<file path="src/rtl/tw_pkg.sv">
package tw_pkg;

    localparam logic [3:0] TW_DEV_CODE = 4'b1010;
    localparam int         TW_BYTE_W   = 8;

    typedef enum logic [2:0] {
        ST_IDLE,
        ST_CTRL,
        ST_ADDR,
        ST_WDATA,
        ST_RDATA
    } tw_state_e;

    typedef struct packed {
        logic start;
        logic stop;
        logic rise;
        logic fall;
    } tw_evt_t;

    typedef struct packed {
        logic       byte_done;
        logic       ack_end;
        logic       host_ack;
        logic       in_ack;
        logic [3:0] bits;
        logic [7:0] shreg;
    } tw_rx_t;

    function automatic logic dev_hit(input logic [7:0] b);
        return b[7:4] == TW_DEV_CODE;
    endfunction

endpackage

</file>
<file path="src/rtl/tw_line_mon.sv">
module tw_line_mon
    import tw_pkg::*;
(
    input  logic    clk,
    input  logic    rst,
    input  logic    scl_i,
    input  logic    sda_i,
    output tw_evt_t evt
);

    logic scl_q;
    logic sda_q;

    always_ff @(posedge clk) begin
        if (rst) begin
            scl_q <= 1'b1;
            sda_q <= 1'b1;
        end else begin
            scl_q <= scl_i;
            sda_q <= sda_i;
        end
    end

    always_comb begin
        evt.start = scl_i & scl_q & sda_q & ~sda_i;
        evt.stop  = scl_i & scl_q & ~sda_q & sda_i;
        evt.rise  = scl_i & ~scl_q;
        evt.fall  = ~scl_i & scl_q;
    end

endmodule

</file>
<file path="src/rtl/tw_rx_shift.sv">
module tw_rx_shift
    import tw_pkg::*;
(
    input  logic    clk,
    input  logic    rst,
    input  tw_evt_t evt,
    input  logic    sda_i,
    output tw_rx_t  rx
);

    logic [3:0] bits_q;
    logic [7:0] sh_q;
    logic       ack_q;
    logic       hack_q;

    always_ff @(posedge clk) begin
        if (rst) begin
            bits_q <= '0;
            sh_q   <= '0;
            ack_q  <= 1'b0;
            hack_q <= 1'b0;
        end else if (evt.start || evt.stop) begin
            bits_q <= '0;
            ack_q  <= 1'b0;
        end else if (evt.rise) begin
            if (ack_q) begin
                hack_q <= ~sda_i;
            end else if (bits_q < 4'(TW_BYTE_W)) begin
                sh_q   <= {sh_q[6:0], sda_i};
                bits_q <= bits_q + 4'd1;
            end
        end else if (evt.fall) begin
            if (ack_q) begin
                ack_q  <= 1'b0;
                bits_q <= '0;
            end else if (bits_q == 4'(TW_BYTE_W)) begin
                ack_q <= 1'b1;
            end
        end
    end

    always_comb begin
        rx.byte_done = evt.fall & ~evt.start & ~evt.stop & ~ack_q & (bits_q == 4'(TW_BYTE_W));
        rx.ack_end   = evt.fall & ~evt.start & ~evt.stop & ack_q;
        rx.host_ack  = hack_q;
        rx.in_ack    = ack_q;
        rx.bits      = bits_q;
        rx.shreg     = sh_q;
    end

endmodule

</file>
<file path="src/rtl/tw_page_buf.sv">
module tw_page_buf #(
    parameter int PAGE_W = 4,
    parameter int DATA_W = 8
) (
    input  logic                           clk,
    input  logic                           rst,
    input  logic                           clr,
    input  logic                           we,
    input  logic [PAGE_W-1:0]              slot,
    input  logic [DATA_W-1:0]              din,
    output logic [(1<<PAGE_W)-1:0]         mask_o,
    output logic [(1<<PAGE_W)*DATA_W-1:0]  data_o
);

    localparam int SLOTS = 1 << PAGE_W;

    for (genvar s = 0; s < SLOTS; s++) begin : g_slot
        logic [DATA_W-1:0] d_q;
        logic              m_q;

        always_ff @(posedge clk) begin
            if (rst || clr) begin
                m_q <= 1'b0;
                d_q <= '0;
            end else if (we && (slot == PAGE_W'(s))) begin
                m_q <= 1'b1;
                d_q <= din;
            end
        end

        assign mask_o[s]                     = m_q;
        assign data_o[s*DATA_W +: DATA_W]    = d_q;
    end

endmodule

</file>
<file path="src/rtl/tw_mem_client.sv">
module tw_mem_client
    import tw_pkg::*;
#(
    parameter int ADDR_W = 9,
    parameter int PAGE_W = 4
) (
    input  logic                                clk,
    input  logic                                rst,
    input  logic                                scl_i,
    input  logic                                sda_i,
    input  logic                                busy_i,
    output logic                                sda_pull_o,
    output logic [ADDR_W-1:0]                   rd_addr_o,
    input  logic [7:0]                          rd_data_i,
    output logic                                wr_go_o,
    output logic [ADDR_W-PAGE_W-1:0]            wr_page_o,
    output logic [(1<<PAGE_W)-1:0]              wr_mask_o,
    output logic [(1<<PAGE_W)*TW_BYTE_W-1:0]    wr_data_o
);

    localparam int PAGE_BYTES = 1 << PAGE_W;
    localparam int BLK_BIT    = ADDR_W - 1;

    tw_evt_t   evt;
    tw_rx_t    rx;
    tw_state_e st_q;
    logic [ADDR_W-1:0] ptr_q;
    logic [7:0]        txb_q;
    logic              pull_q;
    logic              rd_q;
    logic              go_q;
    logic              buf_we;
    logic              commit_ok;
    logic              tx_bit;
    logic [PAGE_BYTES-1:0] mask;

    tw_line_mon u_mon (
        .clk   (clk),
        .rst   (rst),
        .scl_i (scl_i),
        .sda_i (sda_i),
        .evt   (evt)
    );

    tw_rx_shift u_rx (
        .clk   (clk),
        .rst   (rst),
        .evt   (evt),
        .sda_i (sda_i),
        .rx    (rx)
    );

    assign buf_we = rx.byte_done && (st_q == ST_WDATA) && !busy_i;

    tw_page_buf #(
        .PAGE_W (PAGE_W),
        .DATA_W (TW_BYTE_W)
    ) u_buf (
        .clk    (clk),
        .rst    (rst),
        .clr    (evt.start),
        .we     (buf_we),
        .slot   (ptr_q[PAGE_W-1:0]),
        .din    (rx.shreg),
        .mask_o (mask),
        .data_o (wr_data_o)
    );

    assign commit_ok = (st_q == ST_WDATA) && (|mask) && !rx.in_ack && (rx.bits == 4'd1);
    assign tx_bit    = txb_q[3'd7 - rx.bits[2:0]];

    always_ff @(posedge clk) begin
        if (rst) begin
            st_q   <= ST_IDLE;
            ptr_q  <= '0;
            txb_q  <= '0;
            pull_q <= 1'b0;
            rd_q   <= 1'b0;
            go_q   <= 1'b0;
        end else begin
            go_q <= 1'b0;
            if (evt.start) begin
                st_q   <= ST_CTRL;
                pull_q <= 1'b0;
            end else if (evt.stop) begin
                go_q   <= commit_ok;
                st_q   <= ST_IDLE;
                pull_q <= 1'b0;
            end else if (rx.byte_done) begin
                case (st_q)
                    ST_CTRL: begin
                        if (dev_hit(rx.shreg) && !busy_i) begin
                            pull_q         <= 1'b1;
                            ptr_q[BLK_BIT] <= rx.shreg[1];
                            rd_q           <= rx.shreg[0];
                        end else begin
                            st_q <= ST_IDLE;
                        end
                    end
                    ST_ADDR: begin
                        if (!busy_i) begin
                            pull_q      <= 1'b1;
                            ptr_q[7:0]  <= rx.shreg;
                        end else begin
                            st_q <= ST_IDLE;
                        end
                    end
                    ST_WDATA: begin
                        if (!busy_i) begin
                            pull_q <= 1'b1;
                            ptr_q[PAGE_W-1:0] <= ptr_q[PAGE_W-1:0] + PAGE_W'(1);
                        end else begin
                            st_q <= ST_IDLE;
                        end
                    end
                    ST_RDATA: pull_q <= 1'b0;
                    default:  pull_q <= 1'b0;
                endcase
            end else if (rx.ack_end) begin
                case (st_q)
                    ST_CTRL: begin
                        if (rd_q) begin
                            txb_q  <= rd_data_i;
                            pull_q <= ~rd_data_i[7];
                            ptr_q  <= ptr_q + ADDR_W'(1);
                            st_q   <= ST_RDATA;
                        end else begin
                            pull_q <= 1'b0;
                            st_q   <= ST_ADDR;
                        end
                    end
                    ST_ADDR: begin
                        pull_q <= 1'b0;
                        st_q   <= ST_WDATA;
                    end
                    ST_WDATA: pull_q <= 1'b0;
                    ST_RDATA: begin
                        if (rx.host_ack) begin
                            txb_q  <= rd_data_i;
                            pull_q <= ~rd_data_i[7];
                            ptr_q  <= ptr_q + ADDR_W'(1);
                        end else begin
                            pull_q <= 1'b0;
                            st_q   <= ST_IDLE;
                        end
                    end
                    default: pull_q <= 1'b0;
                endcase
            end else if (evt.fall && (st_q == ST_RDATA) && !rx.in_ack && (rx.bits != 4'd0)) begin
                pull_q <= ~tx_bit;
            end
        end
    end

    assign sda_pull_o = pull_q;
    assign rd_addr_o  = ptr_q;
    assign wr_go_o    = go_q;
    assign wr_page_o  = ptr_q[ADDR_W-1:PAGE_W];
    assign wr_mask_o  = mask;

endmodule

</file>
<file path="config.mk">
export PLATFORM = sky130hd
export DESIGN_NAME = tw_mem_client
export DESIGN_NICKNAME = d
export VERILOG_FILES = /design/src/rtl/tw_pkg.sv /design/src/rtl/tw_line_mon.sv /design/src/rtl/tw_rx_shift.sv /design/src/rtl/tw_page_buf.sv /design/src/rtl/tw_mem_client.sv
export SDC_FILE = /design/constraint.sdc
export NUM_CORES = 1
export LEC_CHECK = 0
export ABC_AREA = 1
export BUFFER_PORTS_ARGS = -buffer_cell sky130_fd_sc_hd__clkbuf_2
export CAP_MARGIN = 25
export CORE_ASPECT_RATIO = 0.75
export CORE_MARGIN = 2
export CORE_UTILIZATION = 54
export DETAILED_ROUTE_END_ITERATION = 10
export GPL_TIMING_DRIVEN = 0
export HOLD_SLACK_MARGIN = 0.06
export PLACE_DENSITY = 0.79
export SLEW_MARGIN = 10
export SYNTH_ARGS = -nofsm -noshare
export SYNTH_HDL_FRONTEND = slang
export SYNTH_SLANG_ARGS = --single-unit
</file>
<file path="constraint.sdc">
create_clock -name clk -period 2.27 [get_ports clk]
set_input_delay 0.5675 -clock clk [delete_from_list [all_inputs] [get_ports clk]]
set_output_delay 0.5675 -clock clk [all_outputs]
set_load 0.01 [all_outputs]
</file>
==> results.cfg <==
[outcome]
outcome = finished clean

[logic_synthesis]
syn_nets = 1027
ys_seq_area_share_pct = 47.0
synthMuxAreaShare_pct = 0
synth_top_area_share_pct = 47.0
synthSimpleGateAreaFrac_pct = 29.2
synthTopCellsByArea = dfxtp_1 (47%), nand2_1 (16%), a21oi_1 (10%)
synth_xor_area_share_pct = 0.337
yosys.area_share.adder_pct = 1.77
avgSynthCellArea_um2 = 7.77
synthCells = 1003
yosysTopAreaCell = dfxtp_1
yosysUniqueCellTypes = 38
yosys_warnings = 0
synth_compound_area_share_pct = 14.2
ys_ff_latch = 183
syn_area_um2 = 7790
synth_top_family_by_area = simple AND/OR/NAND/NOR gates

[global_route]
grt.total_usage_pct = 29.6
grt_pass1_vias = 6574
antenna_found_initial = 0
gr-total-overflow = 0
grt_max_degree = 17
grt_pass1_wl_um = 35000

[sta]
rsz0062_at_grt = true
clock_skew_ns = 0.00787
setup_viol = 0
min_period_ns = 2.18
fmax_ghz = 0.459
hold_violations = 0
max_slew_margin_pct = 46.1
max_slew.worst_pin.slew_ns = 0.808
maxSlewViolCount = 0
fin_crit_sh_pct = 95.9

[critical_path]
cp-end-kind = flip-flop
slowest_stage = dfxtp_1
critPathRequiredTime_ns = 2.64
crit_path_cell_trace = ha_2 -> nand3_2 -> inv_2 -> nor2_4 -> nand2_4 -> nor3_4 -> buf_4 -> nand3_2 -> clkinv_1 -> nand2_1 -> a21oi_1
critPathLaunchType = flip-flop
critPathKind = reg2reg
crit_fanout = 9
cp_common_cell = nand3_2
slowest_delay_ns = 0.34
worstPathArrival_ns = 2.55

[floorplanning]
core_um2 = 13900
io_pins = 173
start_util_pct = 56.1
die-area_um2 = 15400
fp.dieH_um = 108
fp-row-count = 37
die_x_um = 143

[placement]
io_buffers = 172
dpl_cell_area_um2 = 8870
place.gp.congestion = 0.981
dp_hpwl_um = 16300

[drt]
via_count = 7680
routed_wirelength_um = 23000
drc_errors = 0
drtPass1Iterations = 5
vias_per_cell = 5.53
antenna_left = 0
wire_per_inst_um = 16.6
drtIter0Drc = 734

[layout]
nNetsFinal = 1226
final_common_cell = nand2_1
areaGrowthSynthToFinish_pct = 24.0
antenna_cells = 0
stdcell_area_um2 = 9660
layout_common_cells = nand2_1 (318), dfxtp_1 (183), clkbuf_2 (175)
drive_gt1_share_pct = 25.0

[power]
power.internal_uw = 4960
vdd_drop_max_v = 0.000505
pwr-share-comb_pct = 3.6
p_clk_share_pct = 46.5
fin_total_pwr_uw = 6470
p_seq_share_pct = 49.9
sw_frac_of_total_pct = 23.4
p_per_area_nw_per_um2 = 670
power.switching_uw = 1510
power.leakage_uw = 0.00396

[clock_tree]
max-clock-path-buffers = 2
insertion_delay_ns = 0.44
tritoncts = done
cts_buffers = 17
cts-root-buf = clkbuf_16
ctsHoldBuffers = 0
cts-htree-levels = 4
cts.sinks = 183
clkTransAtPathRegs_ns = 0.07

[run]
maxCapViolations = 0

[worst_hold_path]
hp-class = in2reg
## flip-flops by register name, summed over array words and instances (netlist names)
name              count
u_buf.g_slot.d_q    128
u_buf.g_slot.m_q     16
rd_addr_o             9
txb_q                 8
u_rx.sh_q             8
u_rx.bits_q           4
st_q                  3
rd_q                  1
sda_pull_o            1
u_mon.scl_q           1
u_mon.sda_q           1
u_rx.ack_q            1
u_rx.hack_q           1
wr_go_o               1
## per-stage QoR
step / setup TNS [ns] / worst slack, ns / instances / utilization, % / hold WS, ns
after CTS: 0 / 0.00102 / 1382 / 68.3 / 0.372
after global placement: -44.13 / -0.407 / 1350 / 63.9 / 0.448
after detailed placement: -51.41 / -0.467 / 1350 / 63.9 / 0.454
final: 0 / 0.0925 / 1390 / 69.6 / 0.379
after floorplan: 0 / 0.208 / 1003 / - / 0.441
after global routing: -0.414 / -0.0773 / 1390 / 69.6 / 0.388
## critical path, delay by kind of cell (launching register included)
kind | cells | cell delay (ns)
compound gates | 1 | 0.15
flops | 1 | 0.34
fa+ha+maj | 1 | 0.22
simple gates | 6 | 0.91
buf+inv | 3 | 0.50
## kinds of logic after synthesis
group / after synthesis
fa+ha+maj: 11
buf+inv: 121
simple gates: 473
flops: 183
compound gates: 212
xor+xnor: 3
## synthesized netlist by cell type, drive strengths merged
| cell type | number |
|---|---|
| a31oi | 2 |
| xnor2 | 1 |
| nand2 | 325 |
| xor2 | 2 |
| ha | 11 |
| inv | 54 |
| clkinv | 4 |
| nand3 | 42 |
| dfxtp | 183 |
| buf | 31 |
| nand3b | 1 |
| o22ai | 2 |
| nand4 | 18 |
| or2 | 2 |
| o21a | 16 |
| o21ai | 35 |
| nor2 | 64 |
| a41oi | 1 |
| a21oi | 156 |
| nor4 | 6 |
| nor3 | 15 |
| clkbuf | 32 |
## per-layer routing
metal  vias to the layer above  wire [um]  GRT usage (%)
met1                      3597      10700           43.7
met2                       365       9620           42.8
met3                        38       2370           6.78
li1                       3680          -              -
met4                         0        370           9.34
met5                         -          0              0
## power by group through the flow
stage	clock, uW	sequential, uW	combinational, uW
after detailed placement	0	3300	227
final	3010	3230	236
after global routing	3150	3230	253
after global placement	0	3300	225
after CTS	3000	3220	229
after floorplan	0	3300	136
## area by class of cell
| class | instances | area [um2] |
|---|---|---|
| Clock buffer | 19 | 453 |
| Multi-Input combinational cell | 699 | 3610 |
| Tap cell | 175 | 219 |
| Clock inverter | 13 | 144 |
| Timing Repair inverter | 1 | 5.00 |
| Buffer | 62 | 367 |
| Timing Repair Buffer | 180 | 971 |
| Sequential cell | 183 | 3660 |
| Inverter | 58 | 224 |
| Fill cell | 1110 | 4230 |
## worst paths after layout
path	endpoint	from	depth (start not counted)	slack [ns]
setup / recovery	u_buf.g_slot[12].d_q[0]$_SDFFE_PP0P_	u_mon.scl_q$_SDFF_PP1_	11	0.09
hold reg to reg	u_buf.g_slot[8].d_q[0]$_SDFFE_PP0P_	u_buf.g_slot[8].d_q[0]$_SDFFE_PP0P_	2	0.46
hold / removal	u_rx.hack_q$_SDFFE_PP0P_	sda_i	2	0.38
setup reg to reg	u_buf.g_slot[12].d_q[0]$_SDFFE_PP0P_	u_mon.scl_q$_SDFF_PP1_	11	0.09
## timing repair
item                       4_1_cts  5_1_grt
hold endpoints to repair         0        0
gates cloned                     0        1
setup endpoints to repair      110      139
pin swaps                        0        5
buffers inserted                 0        8
gates resized for setup          5       18
No activity file was read; power rests on OpenSTA's default activity.
